[src/rtl/ddr2_init_seq.sv]
module ddr2_init_seq #(
  parameter int WAIT_CYCLES = 16,
  parameter int CHIP_W      = 2,
  parameter int BANK_W      = 2,
  parameter int ADDR_W      = 16
) (
  input  logic                clk,
  input  logic                rst,
  input  logic                start,
  input  logic [CHIP_W-1:0]   max_chip,
  input  logic                cmd_ready,
  output logic                cmd_valid,
  output logic [1:0]          cmd_type,
  output logic [CHIP_W-1:0]   cmd_cs,
  output logic [BANK_W-1:0]   cmd_bank,
  output logic [ADDR_W-1:0]   cmd_addr,
  output logic [CHIP_W+BANK_W+ADDR_W+1:0] cmd_word,
  output logic                busy,
  output logic                done
);

  localparam int STEPS  = 13;
  localparam int STEP_W = $clog2(STEPS);
  localparam int CNT_W  = $clog2(WAIT_CYCLES + 1);

  localparam logic [1:0] T_PRE = 2'd0;
  localparam logic [1:0] T_REF = 2'd1;
  localparam logic [1:0] T_MRS = 2'd2;
  localparam logic [1:0] T_NOP = 2'd3;

  localparam logic [ADDR_W-1:0] MR_DLL  = ADDR_W'({3'b011, 1'b1, 1'b0, 3'b100, 1'b0, 3'b010});
  localparam logic [ADDR_W-1:0] MR_RUN  = ADDR_W'({3'b011, 1'b0, 1'b0, 3'b100, 1'b0, 3'b010});
  localparam logic [ADDR_W-1:0] EMR_CAL = ADDR_W'({3'b111, 1'b0, 3'b000, 1'b1, 1'b0, 1'b0});
  localparam logic [ADDR_W-1:0] EMR_END = ADDR_W'({3'b000, 1'b0, 3'b000, 1'b1, 1'b0, 1'b0});

  typedef enum logic [1:0] {S_IDLE, S_CMD, S_WAIT} state_t;

  state_t              st;
  logic [STEP_W-1:0]   step;
  logic [CHIP_W-1:0]   chip, last_chip;
  logic [CNT_W-1:0]    wcnt;
  logic                done_q;
  logic                pause_after;
  logic [1:0]          typ;
  logic [BANK_W-1:0]   bnk;
  logic [ADDR_W-1:0]   val;

  wire fire      = cmd_valid & cmd_ready;
  wire last_step = (int'(step) == STEPS - 1);

  always_comb begin
    typ = T_NOP;
    bnk = '0;
    val = '0;
    pause_after = 1'b0;
    case (int'(step))
      0:       typ = T_NOP;
      1:       begin typ = T_PRE; pause_after = 1'b1; end
      2:       begin typ = T_MRS; bnk = BANK_W'(2); end
      3:       begin typ = T_MRS; bnk = BANK_W'(3); end
      4:       begin typ = T_MRS; bnk = BANK_W'(1); end
      5:       begin typ = T_MRS; val = MR_DLL; end
      6:       typ = T_PRE;
      7:       typ = T_REF;
      8:       begin typ = T_REF; pause_after = 1'b1; end
      9:       typ = T_REF;
      10:      begin typ = T_MRS; val = MR_RUN; pause_after = 1'b1; end
      11:      begin typ = T_MRS; bnk = BANK_W'(1); val = EMR_CAL; pause_after = 1'b1; end
      12:      begin typ = T_MRS; bnk = BANK_W'(1); val = EMR_END; end
      default: typ = T_NOP;
    endcase
  end

  always_ff @(posedge clk) begin
    if (rst) begin
      st        <= S_IDLE;
      step      <= '0;
      chip      <= '0;
      last_chip <= '0;
      wcnt      <= '0;
      done_q    <= 1'b0;
    end else begin
      case (st)
        S_IDLE: if (start) begin
          st        <= S_CMD;
          step      <= '0;
          chip      <= '0;
          last_chip <= max_chip;
          done_q    <= 1'b0;
        end
        S_CMD: if (fire) begin
          if (last_step) begin
            step <= '0;
            if (chip == last_chip) begin
              st     <= S_IDLE;
              done_q <= 1'b1;
            end else begin
              chip <= chip + 1'b1;
            end
          end else begin
            step <= step + 1'b1;
            if (pause_after) begin
              st   <= S_WAIT;
              wcnt <= CNT_W'(WAIT_CYCLES - 1);
            end
          end
        end
        S_WAIT: begin
          if (wcnt == '0) st <= S_CMD;
          else            wcnt <= wcnt - 1'b1;
        end
        default: st <= S_IDLE;
      endcase
    end
  end

  assign cmd_valid = (st == S_CMD);
  assign busy      = (st != S_IDLE);
  assign done      = done_q;
  assign cmd_type  = typ;
  assign cmd_cs    = chip;
  assign cmd_bank  = bnk;
  assign cmd_addr  = val;
  assign cmd_word  = {chip, typ, bnk, val};

  a_r1_reset_quiet: assert property (@(posedge clk)
    rst |=> !cmd_valid && !busy && !done);

  a_r2_first_nop: assert property (@(posedge clk) disable iff (rst)
    !busy && start |=> cmd_valid && cmd_type == T_NOP && cmd_cs == '0);

  a_r8_hold_stable: assert property (@(posedge clk) disable iff (rst)
    cmd_valid && !cmd_ready |=> cmd_valid && $stable(cmd_word));

  a_r6_plain_fields: assert property (@(posedge clk) disable iff (rst)
    cmd_valid && cmd_type != T_MRS |-> cmd_addr == '0 && cmd_bank == '0);

  a_r9_cs_bound: assert property (@(posedge clk) disable iff (rst)
    cmd_valid |-> cmd_cs <= last_chip);

  a_r10_done_idle: assert property (@(posedge clk) disable iff (rst)
    done |-> !busy && !cmd_valid);

endmodule

[config.mk]
export PLATFORM = sky130hd
export DESIGN_NAME = ddr2_init_seq
export DESIGN_NICKNAME = d
export VERILOG_FILES = /design/src/rtl/ddr2_init_seq.sv
export SDC_FILE = /design/constraint.sdc
export NUM_CORES = 1
export LEC_CHECK = 0
export ABC_CLOCK_PERIOD_IN_PS = 2450
export BUFFER_PORTS_ARGS = -buffer_cell sky130_fd_sc_hd__buf_2
export CORE_MARGIN = 3
export CORE_UTILIZATION = 48
export DETAILED_ROUTE_END_ITERATION = 8
export GPL_TIMING_DRIVEN = 1
export PLACE_DENSITY = 0.77
export SYNTH_ARGS = -nofsm -noshare
export SYNTH_HDL_FRONTEND = slang
export SYNTH_SLANG_ARGS = --single-unit
export TNS_END_PERCENT = 30
[constraint.sdc]
create_clock -name clk -period 2.45 [get_ports clk]
set_clock_uncertainty 0.1 [all_clocks]
set_input_delay 0.1225 -clock clk [delete_from_list [all_inputs] [get_ports clk]]
set_output_delay 0.1225 -clock clk [all_outputs]
set_load 0.03 [all_outputs]
# After elaboration in Yosys (flattened, before gate mapping)
# Index checks and enable logic that the tools add are counted.
# Widths: inputs -> output; s select.
[totals] reg_bits=16 out_inout_bits=47 word_cells=83
[op_classes] addsub=3 n_eq_ne=27 n_mux=30 n_bitwise=1 n_reduce_logical=16
[ops] operator="$pmux 11 s4" n=1
[ops] operator="$eq 4x3->1 const B" n=5
[ops] operator="$eq 4x4->1 const B" n=5
[ops] operator="$mux 2" n=10
[ops] operator="$mux 5" n=4
[ops] operator="$reduce_and 5->1" n=4
[ops] operator="$pmux 2 s3" n=3
[ops] operator="$mux 4" n=3
[ops] operator="$ne 2x2->1 const B" n=5
[ops] operator="$pmux 5 s2" n=1
[ops] operator="$eq 4x2->1 const B" n=2
[ops] operator="$ne 2x1->1 const B" n=4
[ops] operator="$pmux 4 s2" n=1
[ops] operator="$reduce_or 7->1" n=1
[ops] operator="$reduce_bool 2->1" n=3
[ops] operator="$reduce_or 3->1" n=2
[ops] operator="$logic_not 5->1" n=1
[ops] operator="$mux 1" n=5
[ops] operator="$sub 5x1->5 const B" n=1
[ops] operator="$add 4x1->4 const B" n=1
[ops] operator="$eq 4x1->1 const B" n=1
[ops] operator="$pmux 2 s2" n=1
[ops] operator="$reduce_or 4->1" n=1
[ops] operator="$ne 3x1->1 const B" n=1
[ops] operator="other kinds (11)" n=11

# Depth between registers and ports, before layout
[depth] word_depth=7 ltp_mapped=7

# Least setup slack after synthesis
# No wires, ideal clock.
[synth_path] path_type="flip-flop to output port" startpoint="reg step[0]" endpoint="out cmd_word[18]" t_arrival_ns=1.807 t_required_ns=2.227 slack_ns=0.420 path_stages_with_launch=6 n_path_buf=1 cell_sequence="dfxtp_1 inv_1 ha_1 o21bai_1 a31oi_1 buf_4"
[synth_via] elab_chain_cells=3 word_cells_on_any_way=16 classes_between="eq/ne: 12; mux: 1; reduce/logical: 3"
[synth_lines] item="from (decl)" line="39" rtl="logic [STEP_W-1:0] step;"
[synth_lines] item="from (signal assigned)" line="101" rtl="step <= step + 1'b1;"
[synth_lines] item="$eq 4x4->1 (tied with other cells)" line="56" rtl="case (int'(step))"
[synth_lines] item="$reduce_or 7->1 (no line) (tied with other cells)"
[synth_lines] item="$pmux 2 s3 (*)" line="56"
[synth_lines] item="to (decl)" line="17" rtl="output logic [CHIP_W+BANK_W+ADDR_W+1:0] cmd_word,"
# Every way passes the cells marked *; elsewhere a longest branch is shown, timed or not.

# Final worst setup path
[layout_path] startpoint="reg step[0]" endpoint="out cmd_type[0]"
[layout_via] elab_chain_cells=3 word_cells_on_any_way=16 classes_between="eq/ne: 12; mux: 1; reduce/logical: 3"
[layout_lines] item="$eq 4x4->1 (tied with other cells)" line="56"
[layout_lines] item="$reduce_or 7->1 (no line) (tied with other cells)"
[layout_lines] item="$pmux 2 s3 (*)" line="56"
[layout_lines] item="to (decl)" line="13" rtl="output logic [1:0] cmd_type,"
# Marks and branches as above.

==> metrics.md <==
| Metric | Value |
|---|---|
| Status | complete, no violations |
| Xor/xnor cell area share of the yosys netlist | 0.0201 |
| Root Buffer | clkbuf_4 |
| Number of vias per cell | 5.39 |
| Chip Width | 58.2 um |
| Adder-Cell Fraction of Synth Area | 0.0478 |
| Starting Density | 0.515 |
| Fin crit period | 2.02 ns |
| Total GRT Usage | 0.147 |
| Critical path class | reg2out |
| Worst path required time | 2.23 ns |
| Via count | 1126 |
| RSZ-0062 raised after global routing | false |
| Post-place setup slack | 0.547 ns |
| Post-synthesis mux area share | 0.0315 |
| Port buffer count | 34 |
| Antenna-violating nets left | 0 |
| Clock transition at path regs | 0.09 ns |
| Crit-path max cell delay | 0.36 ns |
| Num CTS Buffers | 3 |
| Sequential-to-total area share from yosys stat | 0.245 |
| Fin. Hold Viols | 0 |
| Nets | 192 |
| Diodes inserted | 0 |
| Initial DRC count | 15 |
| Clock sinks | 16 |
| Synth Flop Type | dfxtp_1 |
| Main combinational cell family by area after synthesis | simple AND/OR/NAND/NOR gates |
| Die Y | 58.2 um |
| Num rows | 18 |
| Number of flops mapped to enable cells by yosys | 0 |
| Max Slew Vio Count | 0 |
| Top cells by area, synth | dfxtp_1 24%, buf_4 19%, ha_1 4.8% |
| Mean Syn Cell Area | 8.14 um^2 |
| Post-route cell area | 1350 um^2 |
| Total core area | 2540 um^2 |
| Drt wl/cell | 12.5 um |
| Share of layout cells above drive strength 1 | 0.240 |
| Initial antenna violation count | 0 |
| Slowest cell on crit path | dfxtp_1 |
| Max_cap viols | 0 |
| Power Dens Cells | 489 nW/um^2 |
| I/O Pins | 53 |
| Reg area | 320 um^2 |
| Worst-Skew Late Latency | 0.28 ns |
| H-tree lvl count | 1 |
| Post-synthesis simple-gate area fraction | 0.266 |
| Syn-to-layout area delta | 2.96% |
| Synth Cell Area | 1310 um^2 |
| Area occupied by multi-input gates | 744 um^2 |
| Distinct cell type count after synthesis | 44 |
| Final WS setup | 0.431 ns |
| Crit-path max FO | 8 |
| Final setup vio count | 0 |
| Largest net degree at the start of global routing | 17 |
| Die area | 3390 um^2 |
| Post-Place Cell Area | 1310 um^2 |
| Arrival time worst endpoint | 1.80 ns |
| Final worst path period share | 0.824 |
| Crit-path cells | inv_1 > ha_1 > o21ai_0 > o31ai_1 > nor2_1 > a31oi_1 > buf_2 |
| Synth top area share | 0.245 |
| Fmax | 495 MHz |
| CTS resizes | 0 |
| Vias in the first global route | 951 |
| Complex-gate fraction of the synthesized area | 0.151 |
| Routed wire length | 2.60 mm |
| Hold/Removal Path Class | in2reg |
| Most frequent cells in the layout | 34 x buf_2, 18 x conb_1, 16 x dfxtp_1 |
| Crit end category | output port |
| Number of fill cells | 242 |
| Leak pwr | 0.674 nW |
| Max VDD drop | 0.373 mV |
| Setup tns final | 0 ns |
| Critical path launch point type | flip-flop |
| Max clock buf depth | 2 |
| Hold Buf Count CTS | 2 |
| CTS tree | done |
| Post-CTS Setup Bufs | 0 |
| Post-Synthesis Cells | 161 |
| Residual DRC count | 0 |
| Drt pass-1 iters | 4 |
| First-pass GRT wire length | 3.95 mm |
| Total grt overflow | 0 |
| DP HPWL | 2.06 mm |
| Most common cell after layout, fill and taps aside | buf_2 |
| Syn. warnings | 0 |
| Area leader, netlist | dfxtp_1 |
| Routability cong. | 0.877 |
| Synthesized flop and latch total | 16 |
| Ys async rst share | 0 |
## registers in the layout, indices dropped and copies added (netlist names)
signal and flops:
done 1, cmd_cs 2, last_chip 2, step 4, wcnt 5, st 2
## worst max-delay path, delay by kind of cell, from the launching register on
kind / cells / cell delay [ns]
AOI/OAI and AO/OA: 3 / 0.44
DFF: 1 / 0.36
adders and majority gates: 1 / 0.35
buffers and inverters: 2 / 0.32
and+or+nand+nor: 1 / 0.06
## cell usage after synthesis (2+ instances only)
library cell,instances
o21ai_0,3
a21o_1,2
inv_1,8
nand3_1,5
nor2b_1,2
mux2i_1,3
a31oi_1,4
nand2_1,9
and3_1,2
buf_4,33
clkbuf_1,3
a311oi_1,3
xor2_1,2
nand3b_1,4
nor3_1,7
or3_1,4
and2_1,2
nor2_1,15
a21oi_1,6
ha_1,5
dfxtp_1,16
## kinds of logic (layout without fill, tap and decap cells)
logic type	Yosys count	in the layout
muxes	4	4
and+or+nand+nor	59	59
adders and majority gates	5	5
DFF	16	16
xor gates and xnor gates	3	3
buffers and inverters	47	48
other	1	18
AOI/OAI and AO/OA	26	26
## metrics by stage
stage / utilization / instances / power, mW / hold WS [ns]
global route: 0.530 / 209 / 0.698 / 0.119
detailed placement: 0.513 / 204 / 0.531 / 0.274
global placement: 0.513 / 204 / 0.521 / 0.257
floorplan: - / 178 / 0.516 / 0.0946
CTS: 0.530 / 209 / 0.669 / 0.0931
finish: 0.530 / 209 / 0.659 / 0.101
## final timing paths
check                           slack [ns]                   endpoint  cells past startpoint                 start
worst max register to register        0.54     cmd_cs[0]$_SDFFE_PP0P_                      6  step[0]$_SDFFE_PP0P_
worst max-delay path                  0.43                cmd_type[0]                      7  step[0]$_SDFFE_PP0P_
worst min-delay path                  0.10  last_chip[1]$_SDFFE_PP0P_                      2                   rst
worst min register to register        0.40       wcnt[1]$_SDFFE_PP0P_                      2  wcnt[1]$_SDFFE_PP0P_
## per-layer routing
layer | wire [um] | track usage
met5 | 0 | 0
met4 | 10 | 0.0464
met3 | 183 | 0.0290
met2 | 1320 | 0.277
met1 | 1090 | 0.163
## power breakdown
| part | switching [mW] | internal [mW] | leakage, nW |
|---|---|---|---|
| Combinational | 0.159 | 0.0692 | 0.530 |
| Clock | 0.0742 | 0.0570 | 0.0138 |
| Sequential | 0.0244 | 0.275 | 0.130 |
## area by class of cell
class	count	area share
multi-input combinational	115	0.552
inverter	9	0.0250
timing repair buffer	36	0.141
sequential	16	0.237
tap	30	0.0278
clock buffer	3	0.0167
No activity file was read; power rests on OpenSTA's default activity.
